<file path="src/rtl/regblk_pkg.sv">
package regblk_pkg;

    typedef enum logic [2:0] {
        OP_START_TX = 3'd0,
        OP_TX       = 3'd1,
        OP_RX_ACK   = 3'd2,
        OP_RX_LAST  = 3'd3,
        OP_STOP     = 3'd4
    } eng_op_e;

    typedef enum logic [3:0] {
        S_IDLE,
        S_ADDR_W,
        S_REG,
        S_GAP,
        S_ADDR_R,
        S_RX,
        S_DATA,
        S_CHUNK_STOP,
        S_POLL,
        S_POLL_STOP,
        S_POLL_RD,
        S_FAIL_STOP,
        S_FINISH
    } xfer_state_e;

endpackage

</file>
<file path="src/rtl/regblk_gap_timer.sv">
module regblk_gap_timer #(
    parameter int GAP_CYCLES = 6000
) (
    input  logic clk,
    input  logic rst_n,
    input  logic arm,
    output logic expired
);
    localparam int CW = $clog2(GAP_CYCLES + 1);

    logic [CW-1:0] cnt;
    logic          running;

    always_ff @(posedge clk or negedge rst_n) begin
        if (!rst_n) begin
            cnt     <= '0;
            running <= 1'b0;
        end else if (arm) begin
            cnt     <= CW'(GAP_CYCLES - 1);
            running <= 1'b1;
        end else if (running) begin
            if (cnt == '0) begin
                running <= 1'b0;
            end else begin
                cnt <= cnt - 1'b1;
            end
        end
    end

    assign expired = running && (cnt == '0);
endmodule

</file>
<file path="src/rtl/regblk_retry_ctr.sv">
module regblk_retry_ctr #(
    parameter int POLL_LIMIT = 100
) (
    input  logic clk,
    input  logic rst_n,
    input  logic clr,
    input  logic inc,
    output logic last_try
);
    localparam int CW = $clog2(POLL_LIMIT + 1);

    logic [CW-1:0] tries;

    always_ff @(posedge clk or negedge rst_n) begin
        if (!rst_n) begin
            tries <= '0;
        end else if (clr) begin
            tries <= '0;
        end else if (inc) begin
            tries <= tries + 1'b1;
        end
    end

    assign last_try = (tries == CW'(POLL_LIMIT - 1));
endmodule

</file>
<file path="src/rtl/regblk_xfer.sv">
module regblk_xfer
    import regblk_pkg::*;
#(
    parameter int CHUNK_MAX  = 4,
    parameter int POLL_LIMIT = 100,
    parameter int GAP_CYCLES = 6000
) (
    input  logic       clk,
    input  logic       rst_n,
    input  logic       go,
    input  logic       is_read,
    input  logic       legacy,
    input  logic [6:0] dev_addr,
    input  logic [7:0] reg_addr,
    input  logic [7:0] len,
    output logic       busy,
    output logic       xfer_done,
    output logic       xfer_ok,
    input  logic [7:0] wr_byte,
    output logic       wr_pop,
    output logic [7:0] rd_byte,
    output logic       rd_valid,
    output logic       eng_req,
    output logic [2:0] eng_op,
    output logic [7:0] eng_tx_byte,
    input  logic       eng_done,
    input  logic       eng_nack,
    input  logic [7:0] eng_rx_byte
);
    localparam int CCW = $clog2(CHUNK_MAX + 1);

    xfer_state_e st, st_nx;

    logic           rd_q;
    logic           leg_q;
    logic [6:0]     dev_q;
    logic [7:0]     cur_reg;
    logic [7:0]     remain;
    logic [CCW-1:0] chunk_left;
    logic           ok_q;

    logic           gap_arm;
    logic           gap_expired;
    logic           poll_clr;
    logic           poll_inc;
    logic           last_try;
    eng_op_e        op_sel;

    function automatic logic [CCW-1:0] chunk_of(input logic [7:0] n);
        if (n >= 8'(CHUNK_MAX)) begin
            return CCW'(CHUNK_MAX);
        end
        return CCW'(n);
    endfunction

    regblk_gap_timer #(.GAP_CYCLES(GAP_CYCLES)) u_gap (
        .clk     (clk),
        .rst_n   (rst_n),
        .arm     (gap_arm),
        .expired (gap_expired)
    );

    regblk_retry_ctr #(.POLL_LIMIT(POLL_LIMIT)) u_retry (
        .clk      (clk),
        .rst_n    (rst_n),
        .clr      (poll_clr),
        .inc      (poll_inc),
        .last_try (last_try)
    );

    // state register
    always_ff @(posedge clk or negedge rst_n) begin
        if (!rst_n) begin
            st <= S_IDLE;
        end else begin
            st <= st_nx;
        end
    end

    // next-state logic
    always_comb begin
        st_nx = st;
        unique case (st)
            S_IDLE: begin
                if (go) begin
                    st_nx = (len == 8'd0) ? S_FINISH : S_ADDR_W;
                end
            end
            S_ADDR_W: begin
                if (eng_done) begin
                    if (eng_nack) begin
                        st_nx = S_FAIL_STOP;
                    end else if (!leg_q) begin
                        st_nx = S_REG;
                    end else begin
                        st_nx = rd_q ? S_RX : S_DATA;
                    end
                end
            end
            S_REG: begin
                if (eng_done) begin
                    if (eng_nack) begin
                        st_nx = S_FAIL_STOP;
                    end else begin
                        st_nx = rd_q ? S_GAP : S_DATA;
                    end
                end
            end
            S_GAP: begin
                if (gap_expired) begin
                    st_nx = S_ADDR_R;
                end
            end
            S_ADDR_R: begin
                if (eng_done) begin
                    st_nx = eng_nack ? S_FAIL_STOP : S_RX;
                end
            end
            S_RX: begin
                if (eng_done && remain == 8'd1) begin
                    st_nx = S_FINISH;
                end
            end
            S_DATA: begin
                if (eng_done) begin
                    if (eng_nack) begin
                        st_nx = S_FAIL_STOP;
                    end else if (chunk_left == CCW'(1)) begin
                        st_nx = S_CHUNK_STOP;
                    end
                end
            end
            S_CHUNK_STOP: begin
                if (eng_done) begin
                    st_nx = S_POLL;
                end
            end
            S_POLL: begin
                if (eng_done) begin
                    if (!eng_nack) begin
                        st_nx = S_POLL_RD;
                    end else begin
                        st_nx = last_try ? S_FAIL_STOP : S_POLL_STOP;
                    end
                end
            end
            S_POLL_STOP: begin
                if (eng_done) begin
                    st_nx = S_POLL;
                end
            end
            S_POLL_RD: begin
                if (eng_done) begin
                    st_nx = (remain == 8'd0) ? S_FINISH : S_ADDR_W;
                end
            end
            S_FAIL_STOP: begin
                if (eng_done) begin
                    st_nx = S_FINISH;
                end
            end
            S_FINISH: st_nx = S_IDLE;
            default:  st_nx = S_IDLE;
        endcase
    end

    // datapath registers
    always_ff @(posedge clk or negedge rst_n) begin
        if (!rst_n) begin
            rd_q       <= 1'b0;
            leg_q      <= 1'b0;
            dev_q      <= '0;
            cur_reg    <= '0;
            remain     <= '0;
            chunk_left <= '0;
            ok_q       <= 1'b0;
        end else begin
            unique case (st)
                S_IDLE: begin
                    if (go) begin
                        rd_q       <= is_read;
                        leg_q      <= legacy;
                        dev_q      <= dev_addr;
                        cur_reg    <= reg_addr;
                        remain     <= len;
                        chunk_left <= chunk_of(len);
                        ok_q       <= (len == 8'd0);
                    end
                end
                S_RX: begin
                    if (eng_done) begin
                        remain <= remain - 1'b1;
                        if (remain == 8'd1) begin
                            ok_q <= 1'b1;
                        end
                    end
                end
                S_DATA: begin
                    if (eng_done && !eng_nack) begin
                        remain     <= remain - 1'b1;
                        chunk_left <= chunk_left - 1'b1;
                        cur_reg    <= cur_reg + 1'b1;
                    end
                end
                S_POLL_RD: begin
                    if (eng_done) begin
                        chunk_left <= chunk_of(remain);
                        if (remain == 8'd0) begin
                            ok_q <= 1'b1;
                        end
                    end
                end
                default: ;
            endcase
        end
    end

    // outputs
    always_comb begin
        op_sel      = OP_STOP;
        eng_req     = 1'b0;
        eng_tx_byte = 8'h00;
        unique case (st)
            S_ADDR_W: begin
                eng_req     = 1'b1;
                op_sel      = OP_START_TX;
                eng_tx_byte = leg_q ? {cur_reg[6:0], rd_q} : {dev_q, 1'b0};
            end
            S_REG: begin
                eng_req     = 1'b1;
                op_sel      = OP_TX;
                eng_tx_byte = cur_reg;
            end
            S_ADDR_R, S_POLL: begin
                eng_req     = 1'b1;
                op_sel      = OP_START_TX;
                eng_tx_byte = {dev_q, 1'b1};
            end
            S_RX: begin
                eng_req = 1'b1;
                op_sel  = (remain == 8'd1) ? OP_RX_LAST : OP_RX_ACK;
            end
            S_DATA: begin
                eng_req     = 1'b1;
                op_sel      = OP_TX;
                eng_tx_byte = wr_byte;
            end
            S_POLL_RD: begin
                eng_req = 1'b1;
                op_sel  = OP_RX_LAST;
            end
            S_CHUNK_STOP, S_POLL_STOP, S_FAIL_STOP: begin
                eng_req = 1'b1;
                op_sel  = OP_STOP;
            end
            default: ;
        endcase
    end

    assign eng_op    = op_sel;
    assign gap_arm   = (st == S_REG) && eng_done && !eng_nack && rd_q;
    assign poll_clr  = (st == S_CHUNK_STOP) && eng_done;
    assign poll_inc  = (st == S_POLL) && eng_done && eng_nack;
    assign wr_pop    = (st == S_DATA) && eng_done && !eng_nack;
    assign rd_valid  = (st == S_RX) && eng_done;
    assign rd_byte   = eng_rx_byte;
    assign busy      = (st != S_IDLE);
    assign xfer_done = (st == S_FINISH);
    assign xfer_ok   = ok_q;
endmodule

</file>
<file path="config.mk">
export PLATFORM = sky130hd
export DESIGN_NAME = regblk_xfer
export DESIGN_NICKNAME = d
export VERILOG_FILES = /design/src/rtl/regblk_pkg.sv /design/src/rtl/regblk_gap_timer.sv /design/src/rtl/regblk_retry_ctr.sv /design/src/rtl/regblk_xfer.sv
export SDC_FILE = /design/constraint.sdc
export NUM_CORES = 1
export LEC_CHECK = 0
export ABC_AREA = 1
export BUFFER_PORTS_ARGS = -buffer_cell sky130_fd_sc_hd__buf_2
export CELL_PAD_IN_SITES_DETAIL_PLACEMENT = 0
export CELL_PAD_IN_SITES_GLOBAL_PLACEMENT = 2
export CORE_MARGIN = 5
export CORE_UTILIZATION = 27
export DETAILED_ROUTE_END_ITERATION = 6
export PLACE_DENSITY = 0.74
export SYNTH_ARGS = -nofsm -noshare
export SYNTH_HDL_FRONTEND = slang
export SYNTH_SLANG_ARGS = --single-unit
</file>
<file path="constraint.sdc">
create_clock -name clk -period 1.4 [get_ports clk]
set_input_delay 0.14 -clock clk [delete_from_list [all_inputs] [get_ports clk]]
set_output_delay 0.14 -clock clk [all_outputs]
set_load 0.01 [all_outputs]
</file>
### Yosys cells after proc, flatten, opt, wreduce, memory -nomap -nowiden

Cells that the tools add are included.
W data, S select, Z words.

* register bits after elaboration: 54
* bits of input ports: 46
* output and inout port bits: 25
* word-level logic and storage cells: 150

* $add $sub $neg: 5
* $lt $le $gt $ge: 2
* eq/ne operators: 32
* multiplexer cells: 64
* reduce and logical (&&, ||, !) cells: 36

Operators by type and width (number)
* $mux W4: 18
* $mux W8: 6
* $pmux W4 S11: 1
* $mux W13: 3
* $pmux W8 S4: 1
* $ne A2 B2 Y1 const B: 15
* $mux W3: 9
* $pmux W8 S3: 1
* $eq A4 B4 Y1 const B: 5
* $eq A4 B3 Y1 const B: 4
* $ge A8 B3 Y1 const B: 2
* $logic_not A8 Y1: 2
* $mux W1: 16
* $pmux W8 S2: 1
* $mux W7: 2
* $logic_not A13 Y1: 1
* $sub A13 B1 Y13 const B: 1
* $logic_and A1 B1 Y1: 12
* $pmux W3 S4: 1
* $reduce_and A12 Y1: 1
* $reduce_or A10 Y1: 1
* $pmux W3 S3: 1
* $reduce_bool A3 Y1: 3
* $add A8 B1 Y8 const B: 1
* 22 further kinds: 31

### Depth between registers and ports, before layout

Gate-level depths: netlist (run 1).

* depth in word-level cells: 7
* mapped depth: 11
* mapped depth without buffers: 10

### Hierarchy

From an unflattened synthesis (run 1), not the netlist that was laid out.

* cell total of the unflattened synthesis: 617
* area total of the unflattened synthesis: 4047.6 µm²

By module, submodules not included
* regblk_xfer: instances 1, cells an instance 427, area an instance 2675.1 µm², sequential area each 825.8 µm²
* regblk_gap_timer: instances 1, cells an instance 140, area an instance 983.4 µm², sequential area each 350.3 µm²
* regblk_retry_ctr: instances 1, cells an instance 50, area an instance 389.1 µm², sequential area each 175.2 µm²

### Worst setup path before layout (run 1)

OpenSTA, ideal clock, no wires.

* path kind: flip-flop to flip-flop
* from: register u_gap.cnt[5]
* to: register u_gap.cnt[4]
* setup time: 0.131 ns
* arrival: 1.357 ns
* data required time: 1.269 ns
* setup slack: -0.088 ns
* stages on the path, launching flop included: 9
* buffers on the path: 0
* clock period less this slack: 1.488 ns
* path through: dfrtp_1 nor2_1 nand2_1 nor2_2 nand2_1 nand2_2 nor2_1 o21ai_0 a21oi_1

* longest elaborated chain between the ends: 3

RTL lines
* start, declared: RTL line regblk_gap_timer.sv:11 `logic [CW-1:0] cnt;`
* start signal, assigned: RTL line regblk_gap_timer.sv:19 `cnt <= CW'(GAP_CYCLES - 1);`
* start signal, assigned: RTL line regblk_gap_timer.sv:25 `cnt <= cnt - 1'b1;`
* $logic_not A13 Y1: RTL line regblk_gap_timer.sv:22 `if (cnt == '0) begin`
* $ne A2 B2 Y1 (no line)
* $reduce_and A2 Y1 (no line)

Every way passes these cells.
A chain may end at the register's enable or synchronous reset.

### Worst setup path in the final report (run 1)

* from: register st[0]
* to: output eng_tx_byte[0]

* longest elaborated chain between the ends: 3
* elaborated cells on any way between the ends: 7
* those cells by class: eq/ne (5); mux (1); reduce/logical (1)

RTL lines
* start, declared: RTL line regblk_xfer.sv:32 `xfer_state_e st, st_nx;`
* start signal, assigned: RTL line regblk_xfer.sv:76 `st <= st_nx;`
* $eq A4 B4 Y1 or $eq A4 B3 Y1 (tied branches): RTL line regblk_xfer.sv:223 `unique case (st)`
* $reduce_or A2 Y1: RTL line regblk_xfer.sv:223
* $pmux W8 S4 (*): RTL line regblk_xfer.sv:223
* end, declared: RTL line regblk_xfer.sv:25 `output logic [7:0] eng_tx_byte,`

Mark *: on every way between the ends. The rest lies on a longest branch, timed or not.

==> summary.md, run 1 <==
• **outcome** finished, violations left
• **violations in the final reports** setup timing
• **H-tree depth reported by CTS** 2
• **max_cap viols** 0
• **number of hold violations in the final report** 0
• **Metal-1 WL** 5820 um
• **share of flip-flops with an asynchronous set or reset** 1.00
• **met3 wire length** 464 um
• **total global routing track utilization** 0.161
• **Buffers on Ports** 54
• **pin count of the biggest net entering global routing** 55
• **Detail Placement HPWL** 9330 um
• **Worst R2R Path Depth** 12
• **DR WL/cell** 14.5 um
• **antenna diode count** 0
• **overall die height** 127 um
• **Yosys Warn Count** 0
• **number of synthesized flops with an enable pin** 0
• **TritonCTS clock tree** done
• **placeable core region** 13300 um^2
• **Max Clock Freq** 537 MHz
• **routability congestion estimate from global placement** 0.899
• **filler instances** 1302
• **drt total wl** 13200 um
• **worst min-delay path category** primary input to flop
• **Critical Path Source Type** flop
• **number of nets with antenna violations after routing** 0
• **GRT overflow** 0
• **root buf cell** clkbuf_16
• **WS Path Type** flop to output pin
• **die width** 127 um
• **number of global-route vias before repair** 4253
• **maximum buffer depth of the clock tree** 2
• **number of buffers created by CTS** 5
• **data required time of the worst path** 1.26 ns
• **max-slew headroom at the worst pin** 0.754
• **Max Transition Viols Final** 0
• **Post-Synthesis Mean Instance Area** 6.82 um^2
• **clock transition at the register clock pins on the worst setup and hold paths after CTS** 0.08 ns
• **Skew-Pair Late Insertion Delay** 0.31 ns
• **number of synthesized register bits** 54
• **area of the die** 16100 um^2
• **initial antenna violation count** 0
• **Synth cell types** 35
• **Reg2Reg Setup Slack** -0.43 ns
• **clock tree skew after final layout** 0.00530 ns
• **worst setup slack after placement** -0.434 ns
• **area added between synthesis and finish** 73.2%
• **final critical-path setup slack** -0.463 ns
• **WHS** 0.0733 ns
• **placed inst area** 4930 um^2
• **final instance area** 6390 um^2
• **routed wire length on met2** 6530 um
• **Main synth FF type** dfrtp_1
• **io pins** 71
• **capturing element type of the critical path** output pin
• **number of flip-flops in the largest register** 13
• **detailed-routing iteration count for the pre-antenna-repair pass** 4
• **areal power density over the cells** 2030 nW/um^2
• **initial standard-cell utilization of the core** 0.277
• **vias per std cell** 4.67
• **arrival time worst endpoint** 1.72 ns
• **Netlist Area Pre-Place** 3690 um^2
• **vias post-DR** 4253
• **sequential fraction of the synthesis area** 0.366
• **Static Leakage** 0.00307 uW
• **Slew @ Worst Pin** 0.368 ns
• **first-pass GRT wire length** 21100 um
• **Iter 0 DRT Violations** 227
• **hold depth** 2
• **number of rows created at floorplan** 42
• **DRC errors left** 0
• **clock period minus final worst setup slack** 1.86 ns
• **top fanout value on the critical path** 8
• **# clock sinks** 54
• **number of nets produced by synthesis** 596
• **VDD IR max** 0.000689 V
• **share of post-route cells with drive strength above 1** 0.475
• **final net count** 788
• **cell count after synthesis** 541
• **post-route clock period utilization** 1.33
• **RSZ-0062 raised after global routing** true
• **count of endpoints failing setup in the final report** 70
• **uppermost layer routed** met4
-- worst paths after layout --
| path | from | endpoint |
|---|---|---|
| max reg2reg | st[3] | st[3] |
| min in group asynchronous | rst_n | st[0] |
| min | is_read | rd_q |
| min reg2reg | u_gap.cnt[12] | u_gap.cnt[12] |
| max | st[0] | eng_tx_byte[0] |
| max in group asynchronous | rst_n | u_gap.cnt[6] |
-- synth_stat cells (2+ instances only) --
cell type | number | area (um^2)
a21oi_1 | 35 | 175
nand3b_1 | 3 | 22.5
nor3_1 | 6 | 30.0
o211ai_1 | 8 | 60.1
inv_1 | 58 | 218
clkbuf_1 | 2 | 7.51
xnor2_1 | 6 | 52.6
o21ai_1 | 3 | 15.0
xor2_1 | 6 | 52.6
nand2_2 | 8 | 50.1
ha_1 | 9 | 113
nand4_1 | 3 | 18.8
buf_2 | 5 | 25.0
nand2_1 | 129 | 484
a31oi_1 | 3 | 18.8
o21ai_0 | 48 | 240
nor2_1 | 78 | 293
nor2_2 | 4 | 25.0
dfrtp_1 | 54 | 1350
buf_4 | 10 | 75.1
nand3_1 | 47 | 235
o22ai_1 | 2 | 12.5
inv_2 | 2 | 7.51
-- cells by family (layout without fill, tap and decap cells) --
kind of cell / after synthesis / in the layout / share of synthesized area
fa+ha+maj: 9 / 9 / 0.0305
xor+xnor: 12 / 12 / 0.0285
mux: 1 / 1 / 0.00305
compound gates: 105 / 105 / 0.154
buf+inv: 78 / 270 / 0.0932
simple gates: 282 / 283 / 0.324
flops: 54 / 54 / 0.366
-- metal layers --
metal	GRT usage	up-vias
met5	0	-
met4	0.0467	0
met3	0.0315	24
met2	0.271	77
met1	0.211	2004
li1	-	2148
-- stage by stage --
stage          instances  setup TNS (ns)  power [uW]   util
6_report             910          -17.74       13000  0.479
5_1_grt              910          -23.08       13900  0.479
4_1_cts              896          -15.55       12200  0.451
3_5_place_dp         859          -12.56        8700  0.370
3_3_place_gp         859          -10.94        8630  0.370
2_1_floorplan        541          -0.302        5950      -
-- report_power, final --
part           switching, uW  total [uW]  internal, uW  leakage [uW]
clock network            647        1500           850     0.0000842
registers                493        2710          2210      0.000633
logic                   4510        8790          4280       0.00236
-- what timing repair did --
action | CTS | global route
pin swaps | 32 | 39
hold buffers | 1 | 0
setup endpoints to repair | 70 | 69
cloned | 4 | 0
setup buffers | 27 | 15
resized for setup | 180 | 77
hold endpoints to repair | 54 | 0
-- cell type report --
| type | count | area, um^2 | area share |
|---|---|---|---|
| clock buffers | 5 | 125 | 0.0196 |
| well taps | 176 | 220 | 0.0344 |
| inverters | 60 | 253 | 0.0395 |
| repair buffers | 202 | 1710 | 0.268 |
| clock inverters | 3 | 43.8 | 0.00685 |
| flip-flops and latches | 54 | 1360 | 0.212 |
| multi-input cells | 410 | 2680 | 0.419 |
-- cells in the final DEF, fill, tap and decap left out, drive strengths merged --
| cell type | count |
|---|---|
| buf | 200 |
| dlygate4sd3 | 1 |
| nand2 | 138 |
| ha | 9 |
| inv | 60 |
| nor3b | 1 |
| nand3b | 3 |
| a31oi | 3 |
| a211oi | 1 |
| xor2 | 6 |
| dfrtp | 54 |
| a21oi | 35 |
| nand3 | 48 |
| o221ai | 1 |
| nor3 | 7 |
| o22ai | 2 |
| a22oi | 1 |
| o31ai | 1 |
| o211ai | 8 |
| o21ai | 52 |
| xnor2 | 6 |
| o21a | 1 |
| nand4 | 3 |
| clkbuf | 5 |
| clkinv | 2 |
| bufbuf | 1 |
| bufinv | 1 |
| nor2 | 83 |
| mux2 | 1 |
-- critical path, stage by stage (launching register included) --
cell and delay [ns]:
dfrtp_2 0.44, buf_4 0.15, nor2_4 0.11, buf_6 0.11, nand2_4 0.06, buf_8 0.14
o211ai_1 0.22, buf_2 0.18
No activity file was read; power rests on OpenSTA's default activity.
==> inputs of run 2 (changes only) <==
--- a/config.mk
+++ b/config.mk
@@ -5,14 +5,13 @@
 export SDC_FILE = /design/constraint.sdc
 export NUM_CORES = 1
 export LEC_CHECK = 0
-export ABC_AREA = 1
 export BUFFER_PORTS_ARGS = -buffer_cell sky130_fd_sc_hd__buf_2
 export CELL_PAD_IN_SITES_DETAIL_PLACEMENT = 0
 export CELL_PAD_IN_SITES_GLOBAL_PLACEMENT = 2
 export CORE_MARGIN = 5
-export CORE_UTILIZATION = 27
+export CORE_UTILIZATION = 34
 export DETAILED_ROUTE_END_ITERATION = 6
-export PLACE_DENSITY = 0.74
+export PLACE_DENSITY = 0.8
 export SYNTH_ARGS = -nofsm -noshare
 export SYNTH_HDL_FRONTEND = slang
 export SYNTH_SLANG_ARGS = --single-unit
==> constraint.sdc (replaced) <==
create_clock -name clk -period 2.02 [get_ports clk]
set_input_delay 0.202 -clock clk [delete_from_list [all_inputs] [get_ports clk]]
set_output_delay 0.202 -clock clk [all_outputs]
set_load 0.01 [all_outputs]
==> run 2 against run 1 <==
The run still ends with setup timing left; first-iteration DRC count rose by 19%; critical path depth fell by 2; setup slack improved by 0.27 ns; via count fell by 10%; non-clock buffer count fell by 40; area after synthesis rose by 2.1%; sequential share of layout area rose by 4.7 points; hold slack improved by 0.035 ns; synthesized cell count fell by 20%; combinational power fell by 47%; core utilization rose by 0.46 points; die area fell by 18%.
==> summary.md, run 2 <==
• **initial antenna violation count** 0, unchanged
• **GRT overflow** 0, unchanged
• **number of nets with antenna violations after routing** 0, unchanged
• **vias post-DR** 3814, was 4253
• **overall die height** 115 um, was 127 um
• **WHS** 0.108 ns, was 0.0733 ns
• **area of the die** 13300 um^2, was 16100 um^2
• **count leader, synth** dfrtp_1, was nand2_1
• **DR WL/cell** 15.8 um, was 14.5 um
• **detailed-routing iteration count for the pre-antenna-repair pass** 4, unchanged
• **capturing element type of the critical path** flop, was output pin
• **Critical Path Source Type** flop, unchanged
• **post-route clock period utilization** 1.09
• **final critical-path setup slack** -0.189 ns, was -0.463 ns
• **initial standard-cell utilization of the core** 0.348, was 0.277
• **max_cap viols** 0, unchanged
• **Slew @ Worst Pin** 0.611 ns, was 0.368 ns
• **WS Path Type** flop to flop, was flop to output pin
• **maximum buffer depth of the clock tree** 2, unchanged
• **Post-Synthesis Mean Instance Area** 8.68 um^2, was 6.82 um^2
• **area added between synthesis and finish** 39.1%, was 73.2%
• **commonest non-fill, non-tap cell in the layout** buf_4, was nand2_1
• **fraction of the core area covered by cells at the end of the flow** 0.483, was 0.479
• **final net count** 622, was 788
• **clock tree skew after final layout** 0.0143 ns, was 0.00530 ns
• **share of post-route cells with drive strength above 1** 0.400, was 0.475
• **worst min-delay path category** primary input to flop, unchanged
• **fraction of post-synthesis cell area in the top cell type by area** 0.359, was 0.366
• **VDD IR max** 0.000479 V, was 0.000689 V
• **drt total wl** 11200 um, was 13200 um
• **sequential fraction of the synthesis area** 0.359, was 0.366
• **RSZ-0062 raised after global routing** true, unchanged
• **part of the total power dissipated in the clock network** 0.087, was 0.115
• **number of rows created at floorplan** 38, was 42
• **share of flip-flops with an asynchronous set or reset** 1.00, unchanged
• **Sequential Power Share** 0.274, was 0.208
• **dominant cell type by area after synthesis** dfrtp_1, unchanged
• **antenna diode count** 0, unchanged
• **leading post-synthesis cells by instance count** dfrtp_1 (54), nor2_1 (41), nand2_1 (37), a21oi_1 (30), o21ai_0 (30), was nand2_1 (129), nor2_1 (78), inv_1 (58), dfrtp_1 (54), o21ai_0 (48)
• **root buf cell** clkbuf_8, was clkbuf_16
• **count of endpoints failing setup in the final report** 23, was 70
• **violations in the final reports** setup timing, unchanged
• **first-pass GRT wire length** 17800 um, was 21100 um
• **total internal power** 4240 uW, was 7340 uW
• **pin count of the biggest net entering global routing** 32, was 55
• **number of flip-flops in the largest register** 13, unchanged
• **number of synthesized register bits** 54, unchanged
• **number of buffers created by CTS** 5, unchanged
• **largest cells by area after synthesis** dfrtp_1 (36%), nor2_1 (4.1%), a21oi_1 (4.0%), was dfrtp_1 (37%), nand2_1 (13%), nor2_1 (7.9%)
• **Skew-Pair Late Insertion Delay** 0.33 ns, was 0.31 ns
• **placeable core region** 10800 um^2, was 13300 um^2
• **Max Clock Freq** 453 MHz
• **number of synthesized flops with an enable pin** 0, unchanged
• **clock transition at the register clock pins on the worst setup and hold paths after CTS** 0.11 ns, was 0.08 ns
• **DRC errors left** 0, unchanged
• **die width** 115 um, was 127 um
• **net load switching power** 2980 uW, was 5650 uW
• **max-slew headroom at the worst pin** 0.592, was 0.754
• **filler instances** 1051, was 1302
• **total area of multi-input combinational cells** 2340 um^2, was 2680 um^2
• **proportion of power drawn by combinational gates** 0.640, was 0.677
• **arrival time worst endpoint** 2.42 ns, was 1.72 ns
• **routability congestion estimate from global placement** 0.860, was 0.899
• **total global routing track utilization** 0.167, was 0.161
• **vias per std cell** 5.39, was 4.67
• **summed negative setup slack over all endpoints** -1.44 ns, was -17.74 ns
• **top fanout value on the critical path** 4, was 8
• **number of global-route vias before repair** 3548, was 4253
• **number of nets produced by synthesis** 489, was 596
• **switching portion of total power** 0.413, was 0.435
• **Iter 0 DRT Violations** 271, was 227
• **outcome** finished, violations left, unchanged
• **Main synth FF type** dfrtp_1, unchanged
• **Buffers on Ports** 54, unchanged
• **Max Transition Viols Final** 0, unchanged
• **# clock sinks** 54, unchanged
• **Static Leakage** 0.00230 uW, was 0.00307 uW
• **Yosys Warn Count** 0, unchanged
• **clock period minus final worst setup slack** 2.21 ns
• **number of hold violations in the final report** 0, unchanged
• **areal power density over the cells** 1380 nW/um^2, was 2030 nW/um^2
• **H-tree depth reported by CTS** 2, unchanged
• **io pins** 71, unchanged
• **Synth cell types** 74, was 35
• **Detail Placement HPWL** 7970 um, was 9330 um
• **register cell area after layout** 1360 um^2, unchanged
• **leading cell types in the layout, fill and taps excluded** buf_4 (79), buf_2 (52), dfrtp_1 (51), was nand2_1 (97), buf_4 (95), dfrtp_1 (51)
• **data required time of the worst path** 2.23 ns, was 1.26 ns
• **Netlist Area Pre-Place** 3770 um^2, was 3690 um^2
• **cell count after synthesis** 434, was 541
• **TritonCTS clock tree** done, unchanged
## run 2: cell types whose count changed in the layout (fill, tap and decap cells not counted), sizes merged, moves of 7 or more
cell	previous run	this run
buf	200	160
nor4	0	7
nand4b	0	8
o21ai	52	38
mux2	1	13
inv	60	18
nand2	138	37
nand3	48	18
a222oi	0	7
nor2	83	41
## run 2: final timing paths
check / start / end / slack [ns] / cells past startpoint
setup / recovery: u_gap.cnt[5] / st[1] / -0.19 / 5
hold / removal: dev_addr[0] / dev_q[0] / 0.11 / 2
setup reg to reg: u_gap.cnt[5] / st[1] / -0.19 / 5
hold reg to reg: dev_q[4] / dev_q[4] / 0.51 / 1
max in group asynchronous: rst_n / st[2] / 1.02 / 3
min in group asynchronous: rst_n / remain[7] / 0.40 / 2
## run 2: metrics by stage
| step | setup WS [ns] | area [um^2] | power, uW | std cells |
|---|---|---|---|---|
| floorplan | -0.152 | 3770 | 4270 | 434 |
| global placement | -0.103 | 4560 | 5630 | 658 |
| detailed placement | -0.142 | 4560 | 5690 | 658 |
| CTS | -0.161 | 4970 | 6860 | 692 |
| global route | -0.223 | 5240 | 7780 | 707 |
| finish | -0.189 | 5240 | 7220 | 707 |
## run 2: final cells by class
type                       instances  area share
clock inverter                     1     0.00143
tap                              140      0.0334
multi-input combinational        326       0.446
sequential                        54       0.259
timing repair buffer             162       0.233
clock buffer                       6      0.0138
inverter                          18      0.0129
## run 2: power groups by stage
stage | sequential [uW] | combinational, uW | clock, uW
6_report | 1970 | 4620 | 626
5_1_grt | 2050 | 5040 | 692
4_1_cts | 1960 | 4240 | 660
3_5_place_dp | 1980 | 3710 | 0
3_3_place_gp | 1980 | 3660 | 0
2_1_floorplan | 1860 | 2410 | 0
## run 2: critical path, stage by stage (launching register included)
cell and delay [ns]:
dfrtp_1 0.40, or4_4 0.56, nor4_4 0.31, a21oi_2 0.08, or3b_4 0.42, mux2_4 0.32
## run 2: cell families (layout without fill, tap and decap cells)
| kind of cell | count (synthesis) | in the layout | share of synthesized area |
|---|---|---|---|
| fa+ha+maj | 9 | 9 | 0.0299 |
| compound gates | 119 | 119 | 0.211 |
| xor+xnor | 14 | 14 | 0.0325 |
| simple gates | 168 | 168 | 0.252 |
| flops | 54 | 54 | 0.359 |
| mux | 16 | 16 | 0.0498 |
| buf+inv | 54 | 187 | 0.0654 |
## run 2: metal layers
layer / global-route usage / part of all wire / wire, um / vias to the layer above
met5: 0 / 0 / 0 / -
li1: - / - / - / 1860
met2: 0.266 / 0.48 / 5390 / 61
met4: 0.0516 / 0.014 / 157 / 0
met1: 0.229 / 0.46 / 5190 / 1878
met3: 0.0321 / 0.038 / 425 / 15
## run 2: what timing repair did
action,in CTS,in global routing
resized for setup,35,44
cloned,0,1
setup buffers,27,16
hold buffers,1,0
pin swaps,14,19
endpoints found under the setup margin,35,41
hold endpoints to repair,23,0
